## src/rtl/tpc_pkg.sv

```systemverilog
package tpc_pkg;
    // Per-stage data transform selection.
    typedef enum logic [0:0] {
        XF_PASS      = 1'b0,   // stage forwards data unchanged
        XF_ADD_INDEX = 1'b1    // stage k adds k to the data
    } xform_e;
endpackage

```

## src/rtl/tpc_adv_chain.sv

```systemverilog
// Decides for each slot whether it may load new contents this cycle.
// A slot advances when there is a gap at or below it in the chain,
// or when the consumer is ready to drain the last slot.
module tpc_adv_chain #(
    parameter int DEPTH = 4
) (
    input  logic [DEPTH-1:0] stage_vld,
    input  logic             ready_in,
    output logic [DEPTH-1:0] adv
);
    logic gap;

    always_comb begin
        gap = ready_in;
        adv = '0;
        for (int i = DEPTH - 1; i >= 0; i--) begin
            gap    = gap | ~stage_vld[i];
            adv[i] = gap;
        end
    end
endmodule

```

## src/rtl/tpc_stage.sv

```systemverilog
// One slot of the pipeline: occupancy bit, tag and transformed data.
module tpc_stage
    import tpc_pkg::*;
#(
    parameter int     DATA_W = 16,
    parameter int     TAG_W  = 8,
    parameter int     IDX    = 0,
    parameter xform_e XFORM  = XF_ADD_INDEX
) (
    input  logic              clk,
    input  logic              rst_n,
    input  logic              adv,
    input  logic              vld_in,
    input  logic [TAG_W-1:0]  tag_in,
    input  logic [DATA_W-1:0] data_in,
    output logic              vld_q,
    output logic [TAG_W-1:0]  tag_q,
    output logic [DATA_W-1:0] data_q
);
    typedef struct packed {
        logic              vld;
        logic [TAG_W-1:0]  tag;
        logic [DATA_W-1:0] data;
    } slot_t;

    slot_t             slot_d;
    slot_t             slot_q;
    logic [DATA_W-1:0] xf_data;

    generate
        if (XFORM == XF_ADD_INDEX) begin : g_add
            localparam logic [DATA_W-1:0] INC = DATA_W'(IDX + 1);
            assign xf_data = data_in + INC;
        end else begin : g_pass
            assign xf_data = data_in;
        end
    endgenerate

    always_comb begin
        slot_d = slot_q;
        if (adv) begin
            slot_d.vld = vld_in;
            if (vld_in) begin
                slot_d.tag  = tag_in;
                slot_d.data = xf_data;
            end
        end
    end

    always_ff @(posedge clk or negedge rst_n) begin
        if (!rst_n) begin
            slot_q <= '0;
        end else begin
            slot_q <= slot_d;
        end
    end

    assign vld_q  = slot_q.vld;
    assign tag_q  = slot_q.tag;
    assign data_q = slot_q.data;
endmodule

```

## src/rtl/tagged_pipe_ctrl.sv

```systemverilog
module tagged_pipe_ctrl
    import tpc_pkg::*;
#(
    parameter int     DATA_W = 16,
    parameter int     TAG_W  = 8,
    parameter int     DEPTH  = 4,
    parameter xform_e XFORM  = XF_ADD_INDEX
) (
    input  logic              clk,
    input  logic              rst_n,
    input  logic              valid_in,
    output logic              ready_out,
    input  logic [TAG_W-1:0]  tag_in,
    input  logic [DATA_W-1:0] data_in,
    output logic              valid_out,
    input  logic              ready_in,
    output logic              busy,
    output logic [TAG_W-1:0]  tag_out,
    output logic [DATA_W-1:0] data_out
);
    localparam int LAST = DEPTH - 1;

    logic [DEPTH-1:0]  stage_vld;
    logic [DEPTH-1:0]  adv;
    logic [TAG_W-1:0]  stage_tag  [DEPTH];
    logic [DATA_W-1:0] stage_data [DEPTH];

    tpc_adv_chain #(.DEPTH(DEPTH)) u_adv (
        .stage_vld (stage_vld),
        .ready_in  (ready_in),
        .adv       (adv)
    );

    generate
        for (genvar g = 0; g < DEPTH; g++) begin : g_stage
            logic              src_vld;
            logic [TAG_W-1:0]  src_tag;
            logic [DATA_W-1:0] src_data;
            if (g == 0) begin : g_head
                assign src_vld  = valid_in;
                assign src_tag  = tag_in;
                assign src_data = data_in;
            end else begin : g_body
                assign src_vld  = stage_vld[g-1];
                assign src_tag  = stage_tag[g-1];
                assign src_data = stage_data[g-1];
            end
            tpc_stage #(
                .DATA_W (DATA_W),
                .TAG_W  (TAG_W),
                .IDX    (g),
                .XFORM  (XFORM)
            ) u_stage (
                .clk     (clk),
                .rst_n   (rst_n),
                .adv     (adv[g]),
                .vld_in  (src_vld),
                .tag_in  (src_tag),
                .data_in (src_data),
                .vld_q   (stage_vld[g]),
                .tag_q   (stage_tag[g]),
                .data_q  (stage_data[g])
            );
        end
    endgenerate

    assign ready_out = adv[0];
    assign valid_out = stage_vld[LAST] & ready_in;
    assign busy      = |stage_vld;
    assign tag_out   = stage_tag[LAST];
    assign data_out  = stage_data[LAST];
endmodule

```

## config.mk

```make
export PLATFORM = sky130hd
export DESIGN_NAME = tagged_pipe_ctrl
export DESIGN_NICKNAME = d
export VERILOG_FILES = /design/src/rtl/tpc_pkg.sv /design/src/rtl/tpc_adv_chain.sv /design/src/rtl/tpc_stage.sv /design/src/rtl/tagged_pipe_ctrl.sv
export SDC_FILE = /design/constraint.sdc
export NUM_CORES = 1
export LEC_CHECK = 0
export ABC_CLOCK_PERIOD_IN_PS = 3800
export BUFFER_PORTS_ARGS = -buffer_cell sky130_fd_sc_hd__buf_2
export CORE_ASPECT_RATIO = 0.6
export CORE_MARGIN = 5
export CORE_UTILIZATION = 32
export CTS_CLUSTER_SIZE = 8
export DETAILED_ROUTE_END_ITERATION = 10
export MAX_ROUTING_LAYER = met4
export PLACE_DENSITY = 0.46
export SKIP_LAST_GASP = 1
export SLEW_MARGIN = 30
export SYNTH_ARGS = -nofsm -noshare
export SYNTH_HDL_FRONTEND = slang
export SYNTH_HIERARCHICAL = 1
export SYNTH_SLANG_ARGS = --single-unit
export TNS_END_PERCENT = 100
```

## constraint.sdc

```tcl
create_clock -name clk -period 3.8 [get_ports clk]
set_input_delay 0.38 -clock clk [delete_from_list [all_inputs] [get_ports clk]]
set_output_delay 0.38 -clock clk [all_outputs]
set_load 0.02 [all_outputs]
```

# Word-level counts from Yosys, hierarchy flattened

Cells that the tools add are included.

Reductions and logical operators: 5
Add/sub/neg operators: 4
Bitwise logic cells: 9

Operators with widths:

| cell                  | number |
|---|---|
| $add 16x2->16 const B | 2 |
| $add 16x1->16 const B | 1 |
| $add 16x3->16 const B | 1 |
| $reduce_and 2->1      | 4 |
| $not 1->1             | 4 |
| $or 1x1->1            | 4 |
| $reduce_or 4->1       | 1 |
| $and 1x1->1           | 1 |

Bits in registers: 100
Output and inout port bits: 27
Logic and storage cells: 30

# Depth between registers and ports, before layout

Word-level depth: 6
Gate-level depth with buffers: 7
Mapped depth without buffers: 6

# Hierarchy

The synthesis kept the hierarchy.

Modules (own cells, without submodules):

| module                         | instances | cells an instance | seq. area each (µm²) | area each (µm²) |
|---|---|---|---|---|
| tpc_stage (g_stage[0].u_stage) | 1         | 112               | 625.6                | 1221.2 |
| tpc_stage (g_stage[2].u_stage) | 1         | 116               | 625.6                | 1169.9 |
| tpc_stage (g_stage[1].u_stage) | 1         | 106               | 625.6                | 1161.1 |
| tpc_stage (g_stage[3].u_stage) | 1         | 102               | 625.6                | 1152.4 |
| tpc_adv_chain                  | 1         | 6                 | 0.0                  | 40.0 |
| tagged_pipe_ctrl               | 1         | 2                 | 0.0                  | 15.0 |

# Worst setup path before layout

OpenSTA, ideal clock, no wires.

Path type: flip-flop to flip-flop
Start point: register g_stage[1].u_stage.slot_q (netlist bit g_stage[1].u_stage/data_q[2])
End point: register g_stage[2].u_stage.slot_q (netlist bit g_stage[2].u_stage/data_q[15])
Data arrival time: 1554 ps
Library setup time: 88 ps
Cell stages (with the launch flop): 5
Setup slack: 2158 ps
Required time: 3712 ps
Period minus slack after synthesis: 1642 ps
Path through: dfrtp_1 -> nand3_1 -> or4_1 -> or4_1 -> a41oi_1

Longest elaborated chain between the ends: 1

RTL lines:

| what                   | RTL line        | text |
|---|---|---|
| from (decl)            | tpc_stage.sv:27 | `slot_t slot_q;` |
| from (signal assigned) | tpc_stage.sv:54 | `slot_q <= slot_d;` |
| $add 16x2->16          | tpc_stage.sv:33 | `assign xf_data = data_in + INC;` |
| to (signal assigned)   | tpc_stage.sv:54 |  |
| to (decl)              | tpc_stage.sv:27 |  |

Every way passes these cells.
A chain may end at the register's enable or synchronous reset.

# Final worst setup path

Start point: register g_stage[3].u_stage.slot_q (netlist bit g_stage[3].u_stage/vld_q)
End point: register g_stage[2].u_stage.slot_q (netlist bit g_stage[2].u_stage/tag_q[3])

Longest elaborated chain between the ends: 4

RTL lines:

| what                              | RTL line               | text |
|---|---|---|
| from (decl)                       | tpc_stage.sv:27        |  |
| from (signal assigned)            | tpc_stage.sv:54        |  |
| $not 1->1                         | tpc_adv_chain.sv:17    | `gap = gap \| ~stage_vld[i];` |
| $or 1x1->1 (2 in series)          | tpc_adv_chain.sv:17    |  |
| via adv[2]                        | tagged_pipe_ctrl.sv:24 | `logic [DEPTH-1:0] adv;` |
| $reduce_and 2->1 (no source line) | --                     |  |

The timed path passes the listed nets, and every way through them passes these cells.

==> results_dict.tcl <==
set metrics [dict create \
    syn2layout_area_growth_pct 16.98 \
    critPathMaxFanout 33 \
    numCtsBuffers 9 \
    path_clk_slew_ns 0.08 \
    dr.pass1.iters 4 \
    hold_buffers 1 \
    ff2ff_path_depth 5 \
    grt_pass1_vias 3367 \
    hold_end "g_stage[0].u_stage/tag_q[5]" \
    synthesis.nets 476 \
    ys_ff_latch 100 \
    critPathLaunchType "register" \
    numPlacedInstances 685 \
    grt_usage_pct 12.21 \
    cp-end-kind "register" \
    status "finished clean" \
    die_area_um2 17490 \
    post-dp-hpwl_mm 7.523 \
    instances_no_fill 702 \
    tns_ns 0 \
    portBuffers 54 \
    period_minus_slack_ns 1.924 \
    hold_violations 0 \
    drc 0 \
    start_util_pct 32.71 \
    drt_iter0_drc 175 \
    antenna_found_initial 0 \
    cts_htree_levels 3 \
    synth_edf_count 0 \
    grt-ovfl-total 0 \
    n_antenna_cell 0 \
    vias 3320 \
    slew_violations 0 \
    rr_startpoint "g_stage[3].u_stage/vld_q" \
    crit_buf_inv 1 \
    die-width_um 167.4 \
    cp_common_cell "nand2_1" \
    grt_pass1_wl_mm 16.98 \
    path_class "reg -> reg" \
    synth.avg_cell_area_um2 10.72 \
    crit_arrival_ns 2.14 \
    grt_max_degree 41 \
    power.density_nw_per_um2 627.1 \
    nNetsFinal 531 \
    setup_viol 0 \
    cap_violations 0 \
    fillers 1469 \
    critPathTopFamily "simple AND/OR/NAND/NOR gates" \
    slowest_stage "dfrtp_1" \
    num_io_pins 55 \
    cp.depth 5 \
    ys_warn_count 6 \
    slew_headroom_pct 48.03 \
    cts-root-buf "clkbuf_16" \
    synth.distinct_cells 34 \
    hold_path_class "in -> reg" \
    yosysSeqAreaShare_pct 52.58 \
    core_um2 14550 \
    fmax_mhz 519.8 \
    synthCells 444 \
    fp.dieH_um 104.5 \
    skew_ns 0.01077 \
    synthArstFlopShare_pct 100.0 \
    tightest_slew_ns 0.7777 \
    whs_path_depth 2 \
    drive_gt1_share_pct 27.18 \
    rsz0062_at_grt "false" \
    viasPerCell 4.729 \
    ant_nets 0 \
    clk_latency_ns 0.34 \
    rrSetupSlack_ns 1.88 \
    cts_tree "done" \
    cts_buffer_depth 2 \
    clock_sinks 100 \
    peakVddDrop_mv 0.2799 \
    routed_wl_mm 10.03 \
    slowest_delay_ns 0.38 \
    rows 34 \
    worstReg2RegEnd "g_stage[2].u_stage/tag_q[3]" \
    postCtsSetupBuffers 0 \
    cts_resized 0 \
    synthesis.area_um2 4760 \
    leakagePower_nw 2.280 \
    crit_chain "nor2b_4, nand2_1, nand2_1, buf_4, mux2_2" \
    wl_per_cell_um 14.29 \
    critPathRequiredTime_ns 4.02 \
    hp-start "tag_in[5]" \
    synth-main-ff-cell "dfrtp_1" \
    place.gp.congestion 0.7353 \
    fin_crit_sh_pct 50.63 \
]
worst max path at each step:
stage	to	slack, ns	start
final	g_stage[2].u_stage/tag_q[3]	1.88	g_stage[3].u_stage/vld_q
after global routing	g_stage[0].u_stage/data_q[1]	1.72	g_stage[3].u_stage/vld_q
after CTS	g_stage[2].u_stage/tag_q[0]	1.85	g_stage[3].u_stage/vld_q
after detailed placement	g_stage[2].u_stage/tag_q[0]	1.78	ready_in
after global placement	g_stage[2].u_stage/tag_q[0]	1.80	ready_in
after floorplan	g_stage[2].u_stage/data_q[15]	2.16	g_stage[1].u_stage/data_q[2]
final cells by class:
cell class,instances,area (um2),share of cell area [%]
multi-input cells,313,2121,38.09
clock inverters,6,77.57,1.393
well taps,198,247.7,4.449
inverters,14,52.55,0.9438
repair buffers,61,327.8,5.888
flip-flops and latches,100,2502,44.94
clock buffers,10,239.0,4.292
flip-flops by register name (all words and copies together), names as in the netlist:
register and cells:
g_stage.u_stage/tag_q 32, g_stage.u_stage/vld_q 4, g_stage.u_stage/data_q 64
layout by cell type, fill, tap and decap left out, types with 2 or more instances in the layout:
master and instances:
clkbuf_16 9, o21ai_0 50, nand3_2 3, nor2_1 11, buf_2 53, nor3_1 15, mux2_2 38, xor2_1 10
nand4_1 6, nor4_1 3, o21ai_2 2, ha_1 4, dfrtp_1 100, inv_1 14, o21ai_1 10, nand3_1 13
nand4_4 2, or4_1 3, nand2_1 78, buf_4 7, nand4_2 5, xnor2_1 42, nor4_2 8, inv_8 2
per-stage QoR:
stage	utilization, %	setup WS [ns]	power, mW	hold WS (ns)	instance area (um2)
after floorplan	-	2.158	2.232	0.08441	4760
after global placement	36.03	1.799	2.558	0.3501	5241
after detailed placement	36.03	1.782	2.575	0.3479	5241
after CTS	38.27	1.850	3.563	0.2554	5568
after global routing	38.27	1.721	3.741	0.2528	5568
final	38.27	1.876	3.492	0.2703	5568
cell usage after synthesis (2+ instances only):
| library cell | instances | area [um2] |
|---|---|---|
| nand2_1 | 78 | 292.8 |
| xnor2_1 | 42 | 367.9 |
| nand4_4 | 2 | 42.54 |
| nand3_2 | 3 | 30.03 |
| o21ai_0 | 50 | 250.2 |
| or4_1 | 3 | 22.52 |
| buf_4 | 2 | 15.01 |
| dfrtp_1 | 100 | 2502 |
| ha_1 | 4 | 50.05 |
| inv_1 | 14 | 52.55 |
| xor2_1 | 10 | 87.58 |
| clkbuf_1 | 12 | 45.04 |
| nor2_1 | 11 | 41.29 |
| nand4_2 | 5 | 62.56 |
| buf_2 | 2 | 10.01 |
| nand3_1 | 13 | 65.06 |
| nor3_1 | 15 | 75.07 |
| o21ai_2 | 2 | 17.52 |
| o21ai_1 | 10 | 50.05 |
| nand4_1 | 6 | 37.54 |
| nor4_1 | 3 | 18.77 |
| mux2_2 | 38 | 427.9 |
| nor4_2 | 8 | 100.1 |
metal layers:
metal	track usage [%]	wire [um]
met1	17.75	5353
met2	17.28	4300
met3	3.038	351
met4	2.548	23
met5	-	0
report_power, final:
group	internal [mW]	leakage [nW]	switching, mW
clock network	0.542	0.153	0.419
logic	0.392	0.911	0.510
registers	1.37	1.22	0.255
kinds of logic (layout without fill, tap and decap cells):
family          after synthesis  after routing  synth area share, %
buf+inv                      31             91                2.865
simple gates                154            154                17.82
flops                       100            100                52.58
xor+xnor                     52             52                9.569
compound gates               65             65                7.124
mux                          38             38                8.991
fa+ha+maj                     4              4                1.052
No activity file was read; power rests on OpenSTA's default activity.
